## config.mk

```make
export PLATFORM = sky130hd
export DESIGN_NAME = lvl_intc
export DESIGN_NICKNAME = d
export VERILOG_FILES = /design/src/rtl/intc_pkg.sv /design/src/rtl/intc_lvl_regs.sv /design/src/rtl/intc_arbiter.sv /design/src/rtl/intc_wake.sv /design/src/rtl/lvl_intc.sv
export SDC_FILE = /design/constraint.sdc
export NUM_CORES = 1
export LEC_CHECK = 0
export BUFFER_PORTS_ARGS = -buffer_cell sky130_fd_sc_hd__buf_2
export CELL_PAD_IN_SITES_DETAIL_PLACEMENT = 2
export CELL_PAD_IN_SITES_GLOBAL_PLACEMENT = 2
export CORE_MARGIN = 3
export CORE_UTILIZATION = 28
export CTS_BUF_LIST = sky130_fd_sc_hd__clkbuf_2 sky130_fd_sc_hd__clkbuf_4 sky130_fd_sc_hd__clkbuf_8
export DETAILED_ROUTE_END_ITERATION = 10
export PLACE_DENSITY_LB_ADDON = 0.1
export SKIP_LAST_GASP = 1
export SLEW_MARGIN = 10
export SYNTH_ARGS = -nofsm -noshare
export SYNTH_HDL_FRONTEND = slang
export SYNTH_HIERARCHICAL = 1
export SYNTH_SLANG_ARGS = --single-unit
```

## constraint.sdc

```tcl
create_clock -name clk -period 10.4 [get_ports clk]
set_clock_uncertainty 0.2 [all_clocks]
set_input_delay 1.04 -clock clk [delete_from_list [all_inputs] [get_ports clk]]
set_output_delay 1.04 -clock clk [all_outputs]
set_load 0.01 [all_outputs]
```

## src/rtl/intc_pkg.sv

```systemverilog
// Package: shared widths and constants for the level-based interrupt controller.
// Assumes the core uses 3-bit levels, 5-bit vector numbers and 4-byte vector entries.
package intc_pkg;
    localparam int LVL_W     = 3;
    localparam int VEC_W     = 5;
    localparam int WORD_W    = 16;
    localparam int VEC_BYTES = 4;
    localparam int HI_LSB    = 8;

    typedef logic [LVL_W-1:0] lvl_t;
    typedef logic [VEC_W-1:0] vec_t;

    localparam vec_t NMI_VEC = 5'd2;
endpackage

```

## src/rtl/intc_lvl_regs.sv

```systemverilog
// Module: level setup words. Each 16-bit word holds two 3-bit source levels,
// the even source in [2:0] and the odd source in [10:8]. All other bits read 0.
// Assumes a single write port and a combinational read port on the same index.
module intc_lvl_regs
    import intc_pkg::*;
#(
    parameter int NUM_SRC  = 8,
    parameter int NUM_REGS = (NUM_SRC + 1) / 2,
    parameter int IDX_W    = (NUM_REGS > 1) ? $clog2(NUM_REGS) : 1
) (
    input  logic              clk,
    input  logic              rst_n,
    input  logic              we,
    input  logic [IDX_W-1:0]  idx,
    input  logic [WORD_W-1:0] wdata,
    output logic [WORD_W-1:0] rdata,
    output lvl_t              lvl_o [NUM_SRC]
);
    localparam int SLOTS = 2 * NUM_REGS;

    lvl_t lvl_pad [SLOTS];
    logic unused_wbits;

    assign unused_wbits = ^{wdata[WORD_W-1:HI_LSB+LVL_W], wdata[HI_LSB-1:LVL_W]};

    for (genvar s = 0; s < SLOTS; s++) begin : g_slot
        if (s < NUM_SRC) begin : g_real
            lvl_t lvl_q;
            // Capture this source's level field when its word is written.
            always_ff @(posedge clk) begin
                if (!rst_n) begin
                    lvl_q <= '0;
                end else if (we && idx == IDX_W'(s / 2)) begin
                    if (s % 2 == 0) lvl_q <= wdata[LVL_W-1:0];
                    else            lvl_q <= wdata[HI_LSB+LVL_W-1:HI_LSB];
                end
            end
            assign lvl_pad[s] = lvl_q;
            assign lvl_o[s]   = lvl_q;
        end else begin : g_pad
            assign lvl_pad[s] = '0;
        end
    end

    // Assemble the addressed word with reserved bits held at 0.
    always_comb begin
        rdata = '0;
        for (int k = 0; k < NUM_REGS; k++) begin
            if (idx == IDX_W'(k)) begin
                rdata[LVL_W-1:0]               = lvl_pad[2*k];
                rdata[HI_LSB+LVL_W-1:HI_LSB]   = lvl_pad[2*k+1];
            end
        end
    end
endmodule

```

## src/rtl/intc_arbiter.sv

```systemverilog
// Module: source arbiter. Finds the requesting source with the highest level,
// with ties going to the lowest index. Purely combinational.
// Assumes the request lines are already synchronous to the block clock.
module intc_arbiter
    import intc_pkg::*;
#(
    parameter int NUM_SRC = 8,
    parameter int SIDX_W  = (NUM_SRC > 1) ? $clog2(NUM_SRC) : 1
) (
    input  logic [NUM_SRC-1:0] req,
    input  lvl_t               lvl [NUM_SRC],
    output logic               any,
    output logic [SIDX_W-1:0]  win_idx,
    output lvl_t               win_lvl
);
    // Scan from the top index down so that a later equal level replaces the winner.
    always_comb begin
        any     = 1'b0;
        win_idx = '0;
        win_lvl = '0;
        for (int i = NUM_SRC - 1; i >= 0; i--) begin
            if (req[i] && (!any || lvl[i] >= win_lvl)) begin
                any     = 1'b1;
                win_idx = SIDX_W'(i);
                win_lvl = lvl[i];
            end
        end
    end
endmodule

```

## src/rtl/intc_wake.sv

```systemverilog
// Module: halt/sleep exit logic. Registers the wake request and whether the core
// should branch to a handler straight away. Level settings never block wake.
// Assumes reset itself also counts as a wake cause.
module intc_wake (
    input  logic clk,
    input  logic rst_n,
    input  logic asleep,
    input  logic src_any,
    input  logic nmi_req,
    input  logic dbg_req,
    input  logic can_take,
    output logic wake,
    output logic wake_isr
);
    logic cause;

    assign cause = asleep && (src_any || nmi_req || dbg_req);

    // Register the wake decision and the branch-to-handler flag.
    always_ff @(posedge clk) begin
        if (!rst_n) begin
            wake     <= 1'b1;
            wake_isr <= 1'b0;
        end else begin
            wake     <= cause;
            wake_isr <= cause && (nmi_req || can_take);
        end
    end
endmodule

```

## src/rtl/lvl_intc.sv

```systemverilog
// Module: top of the level-based interrupt controller. Holds the presentation
// slot and the pending latches for the non-maskable and software requests, and
// wires the setup words, the arbiter and the wake logic.
// Assumes the core drives irq_ack for one cycle per accepted request.
module lvl_intc
    import intc_pkg::*;
#(
    parameter int NUM_SRC      = 8,
    parameter int SRC_VEC_BASE = 4,
    parameter int ADDR_W       = 24,
    parameter int NUM_REGS     = (NUM_SRC + 1) / 2,
    parameter int IDX_W        = (NUM_REGS > 1) ? $clog2(NUM_REGS) : 1
) (
    input  logic                clk,
    input  logic                rst_n,
    input  logic [NUM_SRC-1:0]  src_req,
    input  logic                cfg_we,
    input  logic [IDX_W-1:0]    cfg_idx,
    input  logic [15:0]         cfg_wdata,
    output logic [15:0]         cfg_rdata,
    input  logic                nmi_req,
    input  logic                swi_req,
    input  logic [4:0]          swi_vec,
    input  logic                swi_lvl_en,
    input  logic [2:0]          swi_lvl,
    input  logic                dbg_req,
    input  logic                cpu_ie,
    input  logic [2:0]          cpu_lvl,
    input  logic                cpu_asleep,
    input  logic [ADDR_W-1:0]   vtbl_base,
    input  logic                irq_ack,
    output logic                irq_valid,
    output logic [4:0]          irq_vec,
    output logic [2:0]          irq_lvl,
    output logic                irq_lvl_ld,
    output logic                irq_nmi,
    output logic                irq_hw,
    output logic [ADDR_W-1:0]   irq_vaddr,
    output logic                wake,
    output logic                wake_isr
);
    localparam int SIDX_W    = (NUM_SRC > 1) ? $clog2(NUM_SRC) : 1;
    localparam int VEC_SHIFT = $clog2(VEC_BYTES);

    lvl_t              src_lvl [NUM_SRC];
    logic              win_any;
    logic [SIDX_W-1:0] win_idx;
    lvl_t              win_lvl;
    logic              hw_take;

    logic nmi_q, nmi_pend, nmi_rise, nmi_cand;
    logic swi_pend, swi_cand, swi_en_q, swi_en_sel;
    vec_t swi_vec_q, swi_vec_sel;
    lvl_t swi_lvl_q, swi_lvl_sel;
    logic load_nmi, load_swi, load_hw;

    u_regs_t_dummy_guard: assert final (SRC_VEC_BASE + NUM_SRC <= 32);

    intc_lvl_regs #(.NUM_SRC(NUM_SRC), .NUM_REGS(NUM_REGS), .IDX_W(IDX_W)) u_regs (
        .clk   (clk),
        .rst_n (rst_n),
        .we    (cfg_we),
        .idx   (cfg_idx),
        .wdata (cfg_wdata),
        .rdata (cfg_rdata),
        .lvl_o (src_lvl)
    );

    intc_arbiter #(.NUM_SRC(NUM_SRC), .SIDX_W(SIDX_W)) u_arb (
        .req     (src_req),
        .lvl     (src_lvl),
        .any     (win_any),
        .win_idx (win_idx),
        .win_lvl (win_lvl)
    );

    assign hw_take = win_any && cpu_ie && (win_lvl > cpu_lvl);

    intc_wake u_wake (
        .clk      (clk),
        .rst_n    (rst_n),
        .asleep   (cpu_asleep),
        .src_any  (|src_req),
        .nmi_req  (nmi_req),
        .dbg_req  (dbg_req),
        .can_take (hw_take),
        .wake     (wake),
        .wake_isr (wake_isr)
    );

    assign nmi_rise    = nmi_req && !nmi_q;
    assign nmi_cand    = nmi_pend || nmi_rise;
    assign swi_cand    = swi_pend || swi_req;
    assign swi_vec_sel = swi_pend ? swi_vec_q : swi_vec;
    assign swi_lvl_sel = swi_pend ? swi_lvl_q : swi_lvl;
    assign swi_en_sel  = swi_pend ? swi_en_q  : swi_lvl_en;

    assign load_nmi = !irq_valid && nmi_cand;
    assign load_swi = !irq_valid && !nmi_cand && swi_cand;
    assign load_hw  = !irq_valid && !nmi_cand && !swi_cand && hw_take;

    // Detect watchdog edges and keep one non-maskable request until it is presented.
    always_ff @(posedge clk) begin
        if (!rst_n) begin
            nmi_q    <= 1'b0;
            nmi_pend <= 1'b0;
        end else begin
            nmi_q <= nmi_req;
            if (load_nmi)      nmi_pend <= 1'b0;
            else if (nmi_rise) nmi_pend <= 1'b1;
        end
    end

    // Hold a software request and its operands until the slot takes it.
    always_ff @(posedge clk) begin
        if (!rst_n) begin
            swi_pend  <= 1'b0;
            swi_vec_q <= '0;
            swi_lvl_q <= '0;
            swi_en_q  <= 1'b0;
        end else if (load_swi) begin
            swi_pend <= 1'b0;
        end else if (swi_req && !swi_pend) begin
            swi_pend  <= 1'b1;
            swi_vec_q <= swi_vec;
            swi_lvl_q <= swi_lvl;
            swi_en_q  <= swi_lvl_en;
        end
    end

    // Presentation slot: load the winner when free, clear on acknowledge.
    always_ff @(posedge clk) begin
        if (!rst_n) begin
            irq_valid  <= 1'b0;
            irq_vec    <= '0;
            irq_lvl    <= '0;
            irq_lvl_ld <= 1'b0;
            irq_nmi    <= 1'b0;
            irq_hw     <= 1'b0;
        end else if (irq_valid) begin
            if (irq_ack) irq_valid <= 1'b0;
        end else if (load_nmi) begin
            irq_valid  <= 1'b1;
            irq_vec    <= NMI_VEC;
            irq_lvl    <= '0;
            irq_lvl_ld <= 1'b0;
            irq_nmi    <= 1'b1;
            irq_hw     <= 1'b0;
        end else if (load_swi) begin
            irq_valid  <= 1'b1;
            irq_vec    <= swi_vec_sel;
            irq_lvl    <= swi_lvl_sel;
            irq_lvl_ld <= swi_en_sel;
            irq_nmi    <= 1'b0;
            irq_hw     <= 1'b0;
        end else if (load_hw) begin
            irq_valid  <= 1'b1;
            irq_vec    <= VEC_W'(SRC_VEC_BASE) + VEC_W'(win_idx);
            irq_lvl    <= win_lvl;
            irq_lvl_ld <= 1'b1;
            irq_nmi    <= 1'b0;
            irq_hw     <= 1'b1;
        end
    end

    assign irq_vaddr = vtbl_base + (ADDR_W'(irq_vec) << VEC_SHIFT);
endmodule

```

* Yosys cells after proc, flatten, opt, wreduce, memory -nomap -nowiden
Index checks and enable logic that the tools add are counted.
** Word-level totals
- Register bits :: 50
- Input bits :: 71
- Output and inout port bits :: 54
- Logic and storage cells :: 145
** Operators by class
- Eq/ne operators :: 3
- Multiplexer cells :: 54
- Add/sub/neg operators :: 2
- Reduce and logical (&&, ||, !) cells :: 53
- Bitwise operators :: 3
- Magnitude comparators :: 8
** Operator list (number)
- two-way mux 3 bit :: 28
- adder 24 x 7 -> 24 bit :: 1
- logical AND 1 bit :: 22
- two-way mux 1 bit :: 22
- greater-or-equal comparator 3 bit :: 7
- two-way mux 5 bit :: 4
- zero test 1 bit :: 12
- logical OR 1 bit :: 12
- OR reduction 8 bit :: 1
- adder 3 x 3 -> 4 bit, first input constant :: 1
- == test 2 bit, second input constant :: 2
- AND reduction 2 bit :: 2
- OR reduction 2 bit :: 2
- > comparator 3 bit :: 1
- inverter 1 bit :: 3
- nonzero test 3 bit :: 1
- == test 2 x 1 -> 1 bit, second input constant :: 1
- zero test 2 bit :: 1

* Longest topological paths before layout
- Word-level depth :: 36
- Gate-level depth with buffers :: 51
- Gate-level depth less buffers :: 48

* Modules after synthesis
Netlist, hierarchy kept.
** By module, submodules not included
- lvl_intc :: times used 1, area each 1710.4 um2, cells each 185, sequential area each 480.5 um2
- intc_lvl_regs :: times used 1, area each 1132.3 um2, cells each 104, sequential area each 480.5 um2
- intc_arbiter :: times used 1, area each 1073.5 um2, cells each 142, sequential area each 0.0 um2
- intc_wake :: times used 1, area each 70.1 um2, cells each 7, sequential area each 40.0 um2

* Worst setup path after synthesis
No wires, ideal clock.
- Path type :: input to register
- Start :: input src_req[7]
- End :: register irq_lvl_ld
- Required time :: 10.139 ns
- Path buffers :: 3
- Arrival :: 10.887 ns
- Cell stages on the path :: 48
- Library setup time :: 0.061 ns
- Setup slack :: -0.747 ns
- Cell sequence :: buf_6 > and2_2 > ha_1 > nand2b_1 > a21boi_0 > or3_1 > nand2_1 > ha_1 > nand2b_1 > a2111oi_4 > or2_1 > buf_4 > a21o_1 > ha_1 > a21oi_1 > o21ai_0 > o21a_1 > and2_1 > (+12 left out) > ha_1 > nand2b_1 > nand3_1 > a31oi_4 > mux2_2 > ha_1 > nor2b_1 > o21ai_0 > o21ai_1 > or2b_2 > o31ai_1 > ha_1 > and3b_1 > o2111ai_4 > a31oi_2 > nor2b_1 > clkbuf_2 > a32o_1
** Between the ends
- Longest elaborated chain between the ends :: 34
- Elaborated cells on any way between the ends :: 50
- Those cells by class :: order compare (8); mux (16); reduce/logical (26)
** Ends and longest elaborated chain
- start, declared :: RTL line lvl_intc.sv:16 : input logic [NUM_SRC-1:0] src_req,
- two-way mux 3 bit or two-way mux 1 bit (tied branches) :: RTL line intc_arbiter.sv:22 : if (req[i] && (!any || lvl[i] >= win_lvl)) begin
- greater-or-equal comparator 3 bit or zero test 1 bit (tied branches) :: RTL line intc_arbiter.sv:22
- logical OR 1 bit :: RTL line intc_arbiter.sv:22
- logical AND 1 bit :: RTL line intc_arbiter.sv:22
- two-way mux 3 bit or two-way mux 1 bit (tied branches) :: RTL line intc_arbiter.sv:22
- greater-or-equal comparator 3 bit or zero test 1 bit (tied branches) :: RTL line intc_arbiter.sv:22
- logical OR 1 bit :: RTL line intc_arbiter.sv:22
- logical AND 1 bit :: RTL line intc_arbiter.sv:22
- (+19 left out)
- logical AND 1 bit :: RTL line intc_arbiter.sv:22
- two-way mux 3 bit * :: RTL line intc_arbiter.sv:22
- via win_lvl[2] :: RTL line lvl_intc.sv:48 : lvl_t win_lvl;
- > comparator 3 bit * :: RTL line lvl_intc.sv:77 : assign hw_take = win_any && cpu_ie && (win_lvl > cpu_lvl);
- logical AND 1 bit * :: RTL line lvl_intc.sv:77
- logical AND 1 bit * :: RTL line lvl_intc.sv:100 : assign load_hw = !irq_valid && !nmi_cand && !swi_cand && hw_take;
- nonzero test 3 bit (no source line) *
- AND reduction 2 bit (no source line) *
- end signal, assigned :: RTL line lvl_intc.sv:153 : irq_lvl_ld <= swi_en_sel;
- end, declared :: RTL line lvl_intc.sv:35 : output logic irq_lvl_ld,
Mark *: on every way through the listed nets, which the timed path passes. The rest lies on a longest branch.
A chain may end at the register's enable or synchronous reset.

* Final worst setup path
- Start :: input src_req[7]
- End :: register irq_lvl[0]
** Between the ends
- Longest elaborated chain between the ends :: 34
- Elaborated cells on any way between the ends :: 53
- Those cells by class :: order compare (8); mux (19); reduce/logical (26)
** Ends and longest elaborated chain
- two-way mux 3 bit or two-way mux 1 bit (tied branches) :: RTL line intc_arbiter.sv:22
- greater-or-equal comparator 3 bit or zero test 1 bit (tied branches) :: RTL line intc_arbiter.sv:22
- logical OR 1 bit :: RTL line intc_arbiter.sv:22
- logical AND 1 bit :: RTL line intc_arbiter.sv:22
- two-way mux 3 bit or two-way mux 1 bit (tied branches) :: RTL line intc_arbiter.sv:22
- greater-or-equal comparator 3 bit or zero test 1 bit (tied branches) :: RTL line intc_arbiter.sv:22
- logical OR 1 bit :: RTL line intc_arbiter.sv:22
- logical AND 1 bit :: RTL line intc_arbiter.sv:22
- (+19 left out)
- logical AND 1 bit :: RTL line intc_arbiter.sv:22
- two-way mux 3 bit * :: RTL line intc_arbiter.sv:22
- via win_lvl[2] :: RTL line lvl_intc.sv:48
- > comparator 3 bit * :: RTL line lvl_intc.sv:77
- logical AND 1 bit * :: RTL line lvl_intc.sv:77
- logical AND 1 bit * :: RTL line lvl_intc.sv:100
- nonzero test 3 bit (no source line) *
- AND reduction 2 bit (no source line) *
- end signal, assigned :: RTL line lvl_intc.sv:152 : irq_lvl <= swi_lvl_sel;
- end signal, assigned :: RTL line lvl_intc.sv:159 : irq_lvl <= win_lvl;
- end, declared :: RTL line lvl_intc.sv:34 : output logic [2:0] irq_lvl,
Mark *: on every way through the listed nets, which the timed path passes. The rest lies on a longest branch. The select of a mux whose other input is x is not followed.

==> flow_summary.ini <==
[run_status]
outcome = complete, but fails checks
violations = negative setup slack

[synth]
ys_ff_latch = 50
synthArstFlopShare_pct = 0
synth_top_area_share_pct = 25.1
ys_top_cells_by_area = dfxtp_1 25%, mux2i_1 10%, ha_1 9.1%, nand2_1 5.1%, mux4_2 3.4%
syn_inst = 438
synth_ff_type = dfxtp_1
syn_avg_cell_area_um2 = 9.10
yosysTopAreaCell = dfxtp_1
synth_edf_count = 0
synth_area_um2 = 3990
yosysSeqAreaShare_pct = 25.1
yosysWarnings = 6
yosysUniqueCellTypes = 75

[grt]
grt_pass1_vias = 4342
grt_usage_pct = 18.5
grt-ovfl-total = 0
grt.met3_usage_pct = 1.75
grt_use_met1_pct = 23.2
antenna_found_initial = 0
use_met2_pct = 34.0
top_usage_layer = met2
grt_pass1_wl_mm = 23.5
grt_max_degree = 53

[place]
io_buffers = 100
place_hpwl_mm = 11.3
place_area_um2 = 5090
gp_congestion = 0.763
dp_slack_ns = -0.869

[pwr]
switching_share_pct = 37.1
p_per_area_nw_per_um2 = 138
vdd_drop_max_uv = 81.6
clkPwrFrac_pct = 16.4
p_seq_share_pct = 28.2
p_comb_share_pct = 55.5
p_int_uw = 503
power_switching_uw = 297
p_leak_nw = 2.58

[timing]
rsz0062_at_grt = yes
tightest_slew_ns = 0.887
maxSlewViolCount = 0
max_slew_margin_pct = 40.4
min_period_ns = 10.70
fmax_ghz = 0.0934
period_share_pct = 103
hold_viol = 0
setup_viol = 13
setup_ws_ns = -0.302

[critical_path]
cp_slowest_cell = or3_4
crit_family = compound AO/OA/AOI/OAI gates
endpoint_kind = flip-flop
crit_arrival_ns = 10.73
path_buf_inv = 5
slowest_delay_ns = 0.37
path_common_cell = ha_4
crit_type = input pin to flip-flop
critPathRequiredTime_ns = 10.43
crit_path_start_kind = input pin
critPathMaxFanout = 7

[finish]
final_common_cell = buf_2
final_layout_size_suffix_gt1_share_pct = 48.8
final_area_um2 = 5810
areaGrowthSynthToFinish_pct = 45.7
diodes = 0
final_cell_mix = 99 x buf_2, 55 x buf_4, 50 x dfxtp_1
postLayoutCoreUtil_pct = 42.8
final_net_count = 692

[clocking]
htreeDepth = 2
hold_buffers = 0
root_buffer = clkbuf_8
cts_sinks = 50
clock_path_buffers = 2
cts_tree = built
clock_latency_ns = 0.31
numCtsBuffers = 5
cts.reportedPaths.clkPinSlew_ns = 0.08

[floorplanning]
die_h_um = 125
rows = 42
fp.dieW_um = 125
start_util_pct = 29.4
core_um2 = 13600
die_area_um2 = 15700
pin_count = 125

[detailed_routing]
routedWlPerCell_um = 19.9
first_pass_iters = 4
postRouteAntennaNets = 0
first_iter_violations = 72
routed_wl_mm = 15.3
drc = 0
routed_via_density = 5.09
num_vias = 3906

[flow_run]
max_cap_violations = 0

[worst_hold_path]
hold_class = flip-flop to flip-flop
[layout make-up]
class                           instances  area [µm²]
Inverter                               16        60.1
Tap cell                              176         220
Timing Repair Buffer                  165        1040
Clock buffer                            8         110
Sequential cell                        50        1000
Fill cell                            1502        7750
Multi-Input combinational cell        353        3370
[power groups by stage]
| stage | clock network [mW] | logic [mW] | registers (mW) |
|---|---|---|---|
| floorplan | 0 | 0.214 | 0.224 |
| global placement | 0 | 0.325 | 0.227 |
| detailed placement | 0 | 0.337 | 0.227 |
| CTS | 0.137 | 0.410 | 0.225 |
| global route | 0.145 | 0.479 | 0.228 |
| finish | 0.131 | 0.444 | 0.225 |
[flip-flops by register name, indices dropped and copies added, names as in the netlist, 3 cells and up]
name,flops
u_regs/g_slot.g_real.lvl_q,24
irq_vec,5
swi_vec_q,5
irq_lvl,3
swi_lvl_q,3
[what timing repair did]
item | 4_1_cts | 5_1_grt
gates resized for setup | 52 | 27
setup endpoints to repair | 13 | 13
setup buffers | 17 | 8
pin swaps | 35 | 33
endpoints found under the hold margin | 0 | 0
[final timing paths]
| path | startpoint | to | slack (ns) | cells past startpoint |
|---|---|---|---|---|
| min reg2reg | irq_lvl[1] | irq_lvl[1] | 0.29 | 1 |
| max | src_req[7] | irq_lvl[0] | -0.30 | 49 |
| min | irq_lvl[1] | irq_lvl[1] | 0.29 | 1 |
| max reg2reg | u_regs/g_slot[6].g_real.lvl_q[0] | irq_lvl[0] | 0.06 | 48 |
[logic make-up (layout without fill, tap and decap cells)]
logic type | Yosys count | count (layout) | share of synthesized area (%)
compound gates | 84 | 84 | 17.1
xor+xnor | 17 | 17 | 3.74
fa+ha+maj | 30 | 30 | 9.60
buf+inv | 44 | 189 | 6.50
flops | 50 | 50 | 25.1
mux | 54 | 54 | 15.7
other cells | 1 | 10 | 0.0941
simple gates | 158 | 158 | 22.2
[per-layer routing]
layer / vias to the layer above / wire [µm]
met4: 0 / 232
met1: 1943 / 6560
li1: 1869 / -
met2: 81 / 7990
met5: - / 0
met3: 13 / 469
[through the flow]
| stage | setup TNS [ns] | hold slack (ns) | total power, mW | cells |
|---|---|---|---|---|
| final | -3.36 | 0.288 | 0.801 | 768 |
| after global routing | -8.36 | 0.307 | 0.851 | 768 |
| after CTS | -1.42 | 0.295 | 0.772 | 762 |
| after detailed placement | -10.36 | 0.274 | 0.565 | 737 |
| after global placement | -4.82 | 0.262 | 0.551 | 737 |
| after floorplan | 0 | 0.249 | 0.438 | 447 |
[synthesized netlist by cell type, types with 7 or more instances]
cell type and instances:
a21o_1 9, a21oi_1 10, and2_1 7, buf_4 14, dfxtp_1 50, ha_1 29, inv_1 16, mux2_2 7
mux2i_1 41, nand2_1 54, nand3_1 9, nand4_1 9, nor2_1 16, nor2b_1 14, o21ai_0 13, xnor2_1 14
Power figures use the tool's default switching activity.
